File: src/rtl/cdp_pkg.sv
package cdp_pkg;
  parameter int WORD_W     = 16;
  parameter int BYTE_W     = 8;
  parameter int DESC_BYTES = 57;
  parameter int ST_BIT     = 11;
  parameter int AD_BIT     = 12;
  localparam int SH_W   = AD_BIT + 1;
  localparam int CNT_W  = $clog2(WORD_W + 2);
  localparam int ADDR_W = $clog2(DESC_BYTES + 1);
endpackage

File: src/rtl/cdp_sync.sv
module cdp_sync #(
  parameter int W = 1,
  parameter logic [W-1:0] RST_VAL = '0
) (
  input  logic         clk,
  input  logic         rst_n,
  input  logic [W-1:0] d,
  output logic [W-1:0] q
);
  logic [W-1:0] meta_q;

  always_ff @(posedge clk or negedge rst_n) begin
    if (!rst_n) begin
      meta_q <= RST_VAL;
      q      <= RST_VAL;
    end else begin
      meta_q <= d;
      q      <= meta_q;
    end
  end
endmodule

File: src/rtl/cdp_frame.sv
module cdp_frame
  import cdp_pkg::*;
(
  input  logic              clk,
  input  logic              rst_n,
  input  logic              s_sel,
  input  logic              s_clk,
  input  logic              s_dat,
  output logic              word_vld,
  output logic              fld_st,
  output logic              fld_ad,
  output logic [BYTE_W-1:0] fld_byte
);
  localparam logic [CNT_W-1:0] CNT_FULL = CNT_W'(WORD_W);
  localparam logic [CNT_W-1:0] CNT_SAT  = CNT_W'(WORD_W + 1);

  logic             prev_sel_q, prev_clk_q;
  logic [SH_W-1:0]  sh_q, sh_d;
  logic [CNT_W-1:0] cnt_q, cnt_d;
  logic             sel_fall, sel_rise, clk_rise;

  assign sel_fall = prev_sel_q & ~s_sel;
  assign sel_rise = ~prev_sel_q & s_sel;
  assign clk_rise = ~prev_clk_q & s_clk;

  always_comb begin
    sh_d  = sh_q;
    cnt_d = cnt_q;
    if (sel_fall) begin
      cnt_d = '0;
    end else if (!s_sel && clk_rise) begin
      sh_d = {sh_q[SH_W-2:0], s_dat};
      if (cnt_q != CNT_SAT) cnt_d = cnt_q + 1'b1;
    end
  end

  always_ff @(posedge clk or negedge rst_n) begin
    if (!rst_n) begin
      prev_sel_q <= 1'b1;
      prev_clk_q <= 1'b0;
      sh_q       <= '0;
      cnt_q      <= '0;
    end else begin
      prev_sel_q <= s_sel;
      prev_clk_q <= s_clk;
      sh_q       <= sh_d;
      cnt_q      <= cnt_d;
    end
  end

  assign word_vld = sel_rise && (cnt_q == CNT_FULL);
  assign fld_st   = sh_q[ST_BIT];
  assign fld_ad   = sh_q[AD_BIT];
  assign fld_byte = sh_q[BYTE_W-1:0];
endmodule

File: src/rtl/cdp_decode.sv
module cdp_decode
  import cdp_pkg::*;
(
  input  logic              clk,
  input  logic              rst_n,
  input  logic              word_vld,
  input  logic              fld_st,
  input  logic              fld_ad,
  input  logic [BYTE_W-1:0] fld_byte,
  output logic [BYTE_W-1:0] status_q,
  output logic              we_q,
  output logic [ADDR_W-1:0] waddr_q,
  output logic [BYTE_W-1:0] wdata_q,
  output logic              done_q
);
  localparam logic [ADDR_W-1:0] LAST = ADDR_W'(DESC_BYTES - 1);

  logic [BYTE_W-1:0] status_d, wdata_d;
  logic [ADDR_W-1:0] ptr_q, ptr_d, waddr_d;
  logic              armed_q, armed_d, done_d, we_d;

  always_comb begin
    status_d = status_q;
    wdata_d  = wdata_q;
    waddr_d  = waddr_q;
    ptr_d    = ptr_q;
    armed_d  = armed_q;
    done_d   = done_q;
    we_d     = 1'b0;
    if (word_vld) begin
      if (!fld_st) begin
        status_d = fld_byte;
        if (fld_ad) begin
          ptr_d   = '0;
          armed_d = 1'b1;
          done_d  = 1'b0;
        end
      end else if (!fld_ad && armed_q && !done_q) begin
        we_d    = 1'b1;
        waddr_d = ptr_q;
        wdata_d = fld_byte;
        ptr_d   = ptr_q + 1'b1;
        if (ptr_q == LAST) done_d = 1'b1;
      end
    end
  end

  always_ff @(posedge clk or negedge rst_n) begin
    if (!rst_n) begin
      status_q <= '0;
      wdata_q  <= '0;
      waddr_q  <= '0;
      ptr_q    <= '0;
      armed_q  <= 1'b0;
      done_q   <= 1'b0;
      we_q     <= 1'b0;
    end else begin
      status_q <= status_d;
      wdata_q  <= wdata_d;
      waddr_q  <= waddr_d;
      ptr_q    <= ptr_d;
      armed_q  <= armed_d;
      done_q   <= done_d;
      we_q     <= we_d;
    end
  end
endmodule

File: src/rtl/cmd_desc_port.sv
module cmd_desc_port
  import cdp_pkg::*;
(
  input  logic              clk,
  input  logic              rst_n,
  input  logic              sel_n,
  input  logic              sclk,
  input  logic              sdata,
  output logic [BYTE_W-1:0] btn_status,
  output logic              ram_we,
  output logic [ADDR_W-1:0] ram_addr,
  output logic [BYTE_W-1:0] ram_wdata,
  output logic              desc_done
);
  logic              rst_meta_q, rst_sync_n;
  logic [2:0]        pins_s;
  logic              word_vld, fld_st, fld_ad;
  logic [BYTE_W-1:0] fld_byte;

  always_ff @(posedge clk or negedge rst_n) begin
    if (!rst_n) begin
      rst_meta_q <= 1'b0;
      rst_sync_n <= 1'b0;
    end else begin
      rst_meta_q <= 1'b1;
      rst_sync_n <= rst_meta_q;
    end
  end

  cdp_sync #(.W(3), .RST_VAL(3'b100)) u_sync (
    .clk   (clk),
    .rst_n (rst_sync_n),
    .d     ({sel_n, sclk, sdata}),
    .q     (pins_s)
  );

  cdp_frame u_frame (
    .clk      (clk),
    .rst_n    (rst_sync_n),
    .s_sel    (pins_s[2]),
    .s_clk    (pins_s[1]),
    .s_dat    (pins_s[0]),
    .word_vld (word_vld),
    .fld_st   (fld_st),
    .fld_ad   (fld_ad),
    .fld_byte (fld_byte)
  );

  cdp_decode u_dec (
    .clk      (clk),
    .rst_n    (rst_sync_n),
    .word_vld (word_vld),
    .fld_st   (fld_st),
    .fld_ad   (fld_ad),
    .fld_byte (fld_byte),
    .status_q (btn_status),
    .we_q     (ram_we),
    .waddr_q  (ram_addr),
    .wdata_q  (ram_wdata),
    .done_q   (desc_done)
  );
endmodule

File: config.mk
export PLATFORM = sky130hd
export DESIGN_NAME = cmd_desc_port
export DESIGN_NICKNAME = d
export VERILOG_FILES = /design/src/rtl/cdp_pkg.sv /design/src/rtl/cdp_sync.sv /design/src/rtl/cdp_frame.sv /design/src/rtl/cdp_decode.sv /design/src/rtl/cmd_desc_port.sv
export SDC_FILE = /design/constraint.sdc
export NUM_CORES = 1
export LEC_CHECK = 0
export ABC_AREA = 1
export BUFFER_PORTS_ARGS = -buffer_cell sky130_fd_sc_hd__buf_2
export CORE_ASPECT_RATIO = 1.25
export CORE_MARGIN = 2
export CORE_UTILIZATION = 60
export DETAILED_ROUTE_END_ITERATION = 8
export PLACE_DENSITY = 0.82
export SLEW_MARGIN = 10
export SYNTH_ARGS = -nofsm -noshare
export SYNTH_HDL_FRONTEND = slang
export SYNTH_SLANG_ARGS = --single-unit
File: constraint.sdc
create_clock -name clk -period 5.3 [get_ports clk]
set_clock_uncertainty 0.05 [all_clocks]
set_input_delay 0.265 -clock clk [delete_from_list [all_inputs] [get_ports clk]]
set_output_delay 0.265 -clock clk [all_outputs]
set_load 0.02 [all_outputs]
==> run metrics, run 1 <==
outcome finished, final reports clean; Top delay family on crit path simple AND/OR/NAND/NOR gates; Detailed Route WL a little over 4000 µm; DRC 0; syn_nets 260; CTS tree done; setup_tns 0 ns; Avg Inst Size Synth about 9.6 µm²; cell area after synthesis about 0.0024 mm²; Die Span X around 61 µm; EDFF count, synth 0; Seq/Total Area, Yosys 0.618; first-pass GRT wire length just under 7000 µm; fillcell total around 290; Worst EP arrival 2.19 ns; Routed Antenna Nets 0; Sw Share 0.241; I/O Pins 29; Max-Cap Viols 0; Die ar. 0.00452 mm²; H-tree levels 3; Int Pwr roughly 0.74 mW; DR vias/cell 5.04; # setup viols final 0; Netlist cell types 25; share of cells above drive strength 1 0.209; initial antenna violation count 0; leakage 1.40 nW; Worst slew margin 0.227; largest cells by area after synthesis dfrtp_1, nand2_1, o21ai_0; PortBufs 28; worst hold path class flip-flop to asynchronous set/reset pin; unrepaired setup endpoints after global routing false; CTS Sinks between 50 and 60; Die H 74.7 µm; final antenna diode count 0; Routed WL per cell 11.7 µm; Net Sw Power between 0.2 and 0.25 mW; core area roughly 0.0038 mm²; largest stage delay on the critical path about 0.87 ns; total power between 0.9 and 1 mW; VDD IR max about 0.25 mV; top cell type's share of synthesized area 0.585; crit-path max FO 23; top-count cell post-synth nand2_1; # placed instances between 300 and 400; Worst Tran Pin Value around 1.2 ns; Slew Limit Fails 0; synthesis-to-finish area growth 17.6%; Starting Density 0.628; Clock Tree Buf Depth 2; top cells by count, synth nand2_1, dfrtp_1, inv_1; CTS buffer count 9; Clk pwr share 0.429; pwr dens roughly 350 mW/mm²; min cycle time layout roughly 2 ns; final core occ 0.739; Root Driver clkbuf_8; ys flop type dfrtp_1; Worst-Skew Late Latency ~0.33 ns; Vias approximately 1700; gr usage total 0.210; Worst setup SP type flip-flop; CP cell instances nor2_1, nand2_1, nor2_1, inv_1, nand2_1, o21ai_0; part of the power in combinational logic 0.065; grt ovf 0; area leader, netlist dfrtp_1; HPWL after DPL about 2800 µm; CP max-delay cell nor2_1; FFs w/ async S/R, synth 1.00; yosys synthesis warning count 0; Fin Hold WS 0.150 ns; Crit path buffers/inverters 1; Seq cells post-synth 59; # rows 25; Clock transition at path regs approximately 0.070 ns; fin crit share 0.381; critical path class flip-flop to flip-flop; vias in the first global route approximately 1600; largest net degree at the start of global routing 39; maximum clock frequency roughly 0.5 GHz; Non-Filler Instances 346; GPL Wtd Cong ~0.80; Initial DRT Pass Iterations 4; Reg power frac 0.506; Worst EP required around 5.5 ns; initial DRC count 65; fin nets slightly below 300; Hold Vio Cnt, Final 0; crit end category flip-flop; Syn Inst Count 250
-- repair_timing --
action | CTS | global route
hold endpoints to repair | 5 | 0
buffers inserted | 0 | 0
hold buffers | 4 | 0
endpoints found under the setup margin | 0 | 0
gates resized for setup | 0 | 0
-- cell type report --
cell class                      instances  area, µm²  area share
Inverter                               28        105      0.0373
Clock buffer                           11        151      0.0537
Sequential cell                        59       1480       0.526
Multi-Input combinational cell        156        764       0.271
Timing Repair Buffer                   33        188      0.0666
Tap cell                               54       67.6      0.0240
Clock inverter                          5       61.3      0.0217
-- cells in the final DEF, fill, tap and decap left out, types with 2 or more instances in the layout --
cell / instances
nand2_1: 70
dfrtp_1: 55
buf_2: 28
inv_1: 27
o21ai_0: 23
o21ai_1: 14
nand3_1: 14
nor2_1: 13
clkbuf_8: 11
o21ai_2: 5
ha_1: 5
dlygate4sd3_1: 4
clkinvlp_4: 3
dfstp_2: 3
nand2_2: 2
xnor2_1: 2
-- worst paths after layout --
kind | startpoint | endpoint | slack (ns) | cells past startpoint
worst max-delay path | u_sync.q[2] | u_frame.sh_q[8] | 3.28 | 6
max in group asynchronous | rst_sync_n | u_sync.meta_q[2] | 4.22 | 1
min in group clk | u_sync.meta_q[0] | u_sync.q[0] | 0.30 | 0
worst max register to register | u_sync.q[2] | u_frame.sh_q[8] | 3.28 | 6
worst min register to register | rst_sync_n | u_dec.wdata_q[7] | 0.15 | 0
worst min-delay path | rst_sync_n | u_dec.wdata_q[7] | 0.15 | 0
-- power groups by stage --
stage	Combinational, mW	Clock [mW]	Sequential (mW)
after floorplan	0.0427	0	0.500
after global placement	0.0579	0	0.499
after detailed placement	0.0616	0	0.501
after CTS	0.0641	0.429	0.493
after global routing	0.0744	0.450	0.496
final	0.0634	0.418	0.493
-- metrics by stage --
step / setup WS (ns) / area, µm²
after floorplan: 3.49 / 2400
after global placement: 3.33 / 2570
after detailed placement: 3.26 / 2570
after CTS: 3.28 / 2820
after global routing: 3.05 / 2820
final: 3.28 / 2820
-- per-layer routing --
| metal | track usage | up-vias | wire length, µm |
|---|---|---|---|
| li1 | - | 861 | - |
| met1 | 0.244 | 849 | 1780 |
| met4 | 0.0870 | 0 | 48 |
| met2 | 0.353 | 30 | 2060 |
| met3 | 0.0773 | 5 | 163 |
| met5 | 0 | - | 0 |
-- registers in the layout, indices dropped and copies added (netlist names), 3 cells and up --
signal          cells
u_frame.sh_q       13
u_dec.status_q      8
u_dec.wdata_q       8
u_dec.ptr_q         6
u_dec.waddr_q       6
u_frame.cnt_q       5
u_sync.meta_q       3
u_sync.q            3
-- cells by family (layout without fill, tap and decap cells) --
logic type / Yosys count / count (layout) / share of synthesized area
fa+ha+maj: 5 / 5 / 0.0261
xor+xnor: 3 / 3 / 0.0110
simple gates: 104 / 104 / 0.182
other cells: 1 / 1 / 0.00157
compound gates: 43 / 43 / 0.0987
buf+inv: 35 / 77 / 0.0632
flops: 59 / 59 / 0.618
(Power assumes the default switching activity.)
==> inputs of run 2 (changes only) <==
--- a/config.mk
+++ b/config.mk
@@ -9,9 +9,9 @@
 export BUFFER_PORTS_ARGS = -buffer_cell sky130_fd_sc_hd__buf_2
 export CORE_ASPECT_RATIO = 1.25
 export CORE_MARGIN = 2
-export CORE_UTILIZATION = 60
+export CORE_UTILIZATION = 57
 export DETAILED_ROUTE_END_ITERATION = 8
-export PLACE_DENSITY = 0.82
+export PLACE_DENSITY = 0.78
 export SLEW_MARGIN = 10
 export SYNTH_ARGS = -nofsm -noshare
 export SYNTH_HDL_FRONTEND = slang
==> constraint.sdc (replaced) <==
create_clock -name clk -period 2.01 [get_ports clk]
set_clock_uncertainty 0.05 [all_clocks]
set_input_delay 0.1005 -clock clk [delete_from_list [all_inputs] [get_ports clk]]
set_output_delay 0.1005 -clock clk [all_outputs]
set_load 0.02 [all_outputs]
==> run 2 against run 1 <==
Count of clock-buffer cells in the layout up 2. Hold slack worse by 0.13 ns. Wire length up 1.6%. Register-to-register slack worse by 3.0 ns. Design area up 1.5%. Worst setup slack worse by 3.0 ns. Sequential share of layout area down 0.78 points. Largest cell class unchanged. Largest power group unchanged.
==> run metrics, run 2 (synthesized netlist as in run 1, its figures left out) <==
Worst EP required ~2.2 ns; placed cell area about 0.0026 mm²; Detailed Route WL 4110 µm; initial DRC count 99; Die ar. 0.00474 mm²; Worst EP arrival between 1.5 and 2 ns; final antenna diode count 0; synthesis-to-finish area growth 19.4%; total power 2.71 mW; unrepaired setup endpoints after global routing false; Vias 1723; VDD IR max around 0.8 mV; DRC 0; vias in the first global route 1644; DR vias/cell ~4.9; crit-path max FO 23; Worst Tran Pin Value between 0.7 and 0.8 ns; Die H between 70 and 80 µm; design area around 0.0029 mm²; min cycle time layout 1.74 ns; CTS tree done; Slew Limit Fails 0; Root Driver clkbuf_8; # rows 26; first-pass GRT wire length 7050 µm; CTS Sinks 59; largest net degree at the start of global routing 30; most common cell after layout, fill and taps aside nand2_1; Routed Antenna Nets 0; CTS buffer count 9; Hold Vio Cnt, Final 0; fin nets roughly 300; core area roughly 0.0041 mm²; fin worst setup slack 0.272 ns; I/O Pins 29; largest register by flop count u_frame.sh_q; Initial DRT Pass Iterations 4; commonest non-fill, non-tap cells in the layout nand2_1, dfrtp_1, buf_2; leakage between 1 and 1.5 nW; largest stage delay on the critical path ~0.56 ns; GPL Wtd Cong roughly 0.78; initial antenna violation count 0; Max-Cap Viols 0; gr usage total 0.201; H-tree levels 3; Top cell by count, worst path nand2_1; Largest register FFs 13; crit end category flip-flop; CP max-delay cell nor2_2; # setup viols final 0; PortBufs 28; Starting Density 0.589; maximum clock frequency between 0.5 and 0.6 GHz; grt ovf 0; Clock Tree Buf Depth 2; CP cell instances nor2_1, nand2_1, nor2_2, inv_1, nand2_1, o21ai_0; Worst slew margin 0.524; Worst setup SP type flip-flop; outcome finished, final reports clean; critical path class flip-flop to flip-flop; Worst-Skew Late Latency between 0.3 and 0.4 ns; setup_tns 0 ns; Clock transition at path regs approximately 0.060 ns; Top Registers u_frame.sh_q x13, u_dec.status_q x8, u_dec.wdata_q x8; pwr dens ~950 mW/mm²; share of cells above drive strength 1 0.212; Routed WL per cell between 10 and 15 µm; HPWL after DPL around 2800 µm; fin crit share 0.865; Die Span X around 62 µm; Post-Place Worst Slack -0.0865 ns; worst hold path class input port to asynchronous set/reset pin
[run 2: final cells by class]
| class | count | area (µm²) |
|---|---|---|
| Clock buffer | 13 | 169 |
| Clock inverter | 3 | 68.8 |
| Fill cell | 318 | 1200 |
| Inverter | 28 | 105 |
| Multi-Input combinational cell | 156 | 772 |
| Sequential cell | 59 | 1480 |
| Tap cell | 56 | 70.1 |
| Timing Repair Buffer | 34 | 195 |
[run 2: critical path: cells and delay by family (launching register included)]
family	cells	cell delay, ns
flops	1	0.38
buf+inv	1	0.22
simple gates	4	0.86
compound gates	1	0.09
[run 2: layer usage]
| layer | vias up | wire, µm | GRT usage |
|---|---|---|---|
| li1 | 866 | - | - |
| met1 | 800 | 1840 | 0.249 |
| met2 | 44 | 2000 | 0.304 |
| met3 | 13 | 175 | 0.0594 |
| met4 | 0 | 101 | 0.113 |
| met5 | - | 0 | 0 |
[run 2: power by group]
group | total, mW | internal (mW) | switching (mW)
combinational | 0.162 | 0.0616 | 0.101
sequential | 1.30 | 1.25 | 0.0531
clock | 1.25 | 0.802 | 0.446
total | 2.71 | 2.11 | 0.600
[run 2: what timing repair did]
action                                  4_1_cts  5_1_grt
endpoints found under the setup margin        4       12
resized for setup                             1        1
pin swaps                                     0        0
endpoints found under the hold margin         5        0
hold buffers                                  4        0
setup buffers                                 0        0
[run 2: worst paths after layout]
| path | slack [ns] | depth (start not counted) | startpoint | end |
|---|---|---|---|---|
| setup reg to reg | 0.27 | 6 | u_sync.q[2] | u_frame.sh_q[8] |
| max in group asynchronous | 1.09 | 1 | rst_sync_n | u_dec.status_q[4] |
| hold reg to reg | 0.20 | 0 | rst_sync_n | u_frame.cnt_q[2] |
| hold / removal | 0.02 | 2 | rst_n | rst_meta_q |
| setup / recovery | 0.27 | 6 | u_sync.q[2] | u_frame.sh_q[8] |
| min in group clk | 0.31 | 0 | u_sync.meta_q[0] | u_sync.q[0] |
[run 2: through the flow]
step / hold WS, ns / utilization / std cells
2_1_floorplan: -0.245 / - / 250
3_3_place_gp: -0.164 / 0.634 / 329
3_5_place_dp: -0.163 / 0.634 / 329
4_1_cts: 0.0114 / 0.702 / 349
5_1_grt: 0.0196 / 0.704 / 349
6_report: 0.0221 / 0.704 / 349
==> inputs of run 3 (changes only) <==
--- a/config.mk
+++ b/config.mk
@@ -7,11 +7,13 @@
 export LEC_CHECK = 0
 export ABC_AREA = 1
 export BUFFER_PORTS_ARGS = -buffer_cell sky130_fd_sc_hd__buf_2
+export CELL_PAD_IN_SITES_DETAIL_PLACEMENT = 0
+export CELL_PAD_IN_SITES_GLOBAL_PLACEMENT = 1
 export CORE_ASPECT_RATIO = 1.25
 export CORE_MARGIN = 2
-export CORE_UTILIZATION = 57
+export CORE_UTILIZATION = 44
 export DETAILED_ROUTE_END_ITERATION = 8
-export PLACE_DENSITY = 0.78
+export PLACE_DENSITY_LB_ADDON = 0.1
 export SLEW_MARGIN = 10
 export SYNTH_ARGS = -nofsm -noshare
 export SYNTH_HDL_FRONTEND = slang
==> run 3 against run 2 <==
Die area increased by 28%. Hold slack improved by 0.085 ns. Combinational power increased by 7%. Register-to-register slack improved by 0.05 ns. Fmax increased by 3.1%. Count of clock-buffer cells in the layout decreased by 2. Critical path type unchanged.
==> run metrics, run 3 (synthesized netlist as in run 1, its figures left out) <==
outcome finished, final reports clean; initial DRC count 71; fillcell total 483; VDD IR max 0.548 mV; met1 Use GR 0.188; Starting Density 0.450; setup slack, reg-to-reg between 0.3 and 0.4 ns; Root Driver clkbuf_8; Worst-Skew Late Latency 0.34 ns; DR vias/cell 4.65; gr usage total 0.158; share of cells above drive strength 1 0.210; Die ar. between 0.006 and 0.007 mm²; min cycle time layout around 1.7 ns; fin nets 300; Worst EP required 2.23 ns; CTS-repair resized insts 0; H-tree levels 3; Largest register FFs 13; core area ~0.0053 mm²; Non-Filler Instances 359; fin worst setup slack around 0.32 ns; fin crit share 0.839; Clock transition at path regs roughly 0.07 ns; most common cell after layout, fill and taps aside nand2_1; CTS Hold Bufs 5; first-pass GRT wire length between 7000 and 8000 µm; vias in the first global route 1593; CTS Sinks between 50 and 60; unrepaired setup endpoints after global routing false; CTS buffer count 9; Die H between 80 and 90 µm; Max-Cap Viols 0; setup_tns 0 ns; Vias between 1500 and 2000; DRC 0; Die Span X 70.0 µm; Post-Place Worst Slack about 0.31 ns; Clock Tree Buf Depth 2; Worst EP arrival between 1.5 and 2 ns; grt ovf 0; Worst R2R Start u_frame.cnt_q[0]; HPWL after DPL 2810 µm; I/O Pins 29; met2 Resource Use GR 0.251; Hold Vio Cnt, Final 0; final antenna diode count 0; PortBufs 28; # setup viols final 0; Initial DRT Pass Iterations 4; synthesis-to-finish area growth 19.0%; GPL Wtd Cong about 0.76; worst r2r dst u_dec.done_q; crit end category flip-flop; Worst setup SP type flip-flop; Routed Antenna Nets 0; met3 GRT Util 0.0570; leakage approximately 1.4 nW; total power 2.52 mW; largest net degree at the start of global routing 45; Top Registers u_frame.sh_q x13, u_dec.status_q x8, u_dec.wdata_q x8; initial antenna violation count 0; GRT busiest layer met2; CTS tree done; Worst Reg-to-Reg Cells 11; Detailed Route WL ~4200 µm; worst hold path class flip-flop to asynchronous set/reset pin; pwr dens between 800 and 900 mW/mm²; critical path class flip-flop to flip-flop; largest register by flop count u_frame.sh_q; # placed instances about 340; final core occ 0.535; Routed WL per cell roughly 12 µm; Slew Limit Fails 0; crit-path max FO 29; Post-CTS Setup Repair Bufs 0; # rows 30; maximum clock frequency 0.593 GHz; commonest non-fill, non-tap cells in the layout nand2_1, dfrtp_1, buf_2
## run 3: cell types whose count changed in the layout (fill, tap and decap cells not counted)
cell | before | now
clkinv_2 | 0 | 3
clkbuf_8 | 12 | 10
buf_12 | 0 | 1
bufinv_16 | 2 | 1
dlygate4sd3_1 | 4 | 5
nand2_2 | 1 | 2
nand2_4 | 1 | 0
nor2_1 | 12 | 13
nor2_2 | 2 | 1
## run 3: final cells by class
cell class	count	area [µm²]	area share
Multi-Input combinational cell	156	764	0.268
Inverter	28	105	0.0369
Tap cell	64	80.1	0.0281
Clock buffer	11	141	0.0496
Timing Repair Buffer	36	225	0.0790
Sequential cell	59	1480	0.520
Clock inverter	5	53.8	0.0189
## run 3: worst max path at each step
| stage | from | slack (ns) | cells after the start | to |
|---|---|---|---|---|
| 6_report | u_frame.cnt_q[0] | 0.32 | 11 | u_dec.done_q |
| 5_1_grt | u_frame.cnt_q[0] | 0.13 | 11 | u_dec.done_q |
| 4_1_cts | u_frame.cnt_q[0] | 0.29 | 11 | u_dec.done_q |
| 3_5_place_dp | u_frame.cnt_q[0] | 0.31 | 11 | u_dec.done_q |
| 3_3_place_gp | u_frame.cnt_q[0] | 0.38 | 11 | u_dec.done_q |
| 2_1_floorplan | rst_sync_n | 0.20 | 0 | u_dec.armed_q |
## run 3: per-stage QoR
stage          cell area, µm²  hold slack (ns)
2_1_floorplan            2400           -0.245
3_3_place_gp             2610           -0.164
3_5_place_dp             2610           -0.164
4_1_cts                  2850            0.119
5_1_grt                  2850            0.154
6_report                 2850            0.107
## run 3: metal layers
metal	vias up	wire length, µm
met5	-	0
met4	0	101
met3	8	146
met2	27	1990
met1	771	1950
li1	865	-
## run 3: critical path: stages, from the launching register on
cell and delay, ns:
dfrtp_1 0.41, inv_1 0.11, ha_1 0.16, inv_1 0.04
nor2_1 0.11, inv_1 0.08, nor2_4 0.16, nand2_2 0.05
buf_4 0.22, inv_2 0.11, nand3_1 0.07, nand2_1 0.07
## run 3: report_power, final
group / switching [mW] / leakage (nW) / internal (mW)
logic: 0.106 / 0.532 / 0.0669
clock network: 0.453 / 0.103 / 0.602
registers: 0.0480 / 0.790 / 1.25
total: 0.607 / 1.42 / 1.92
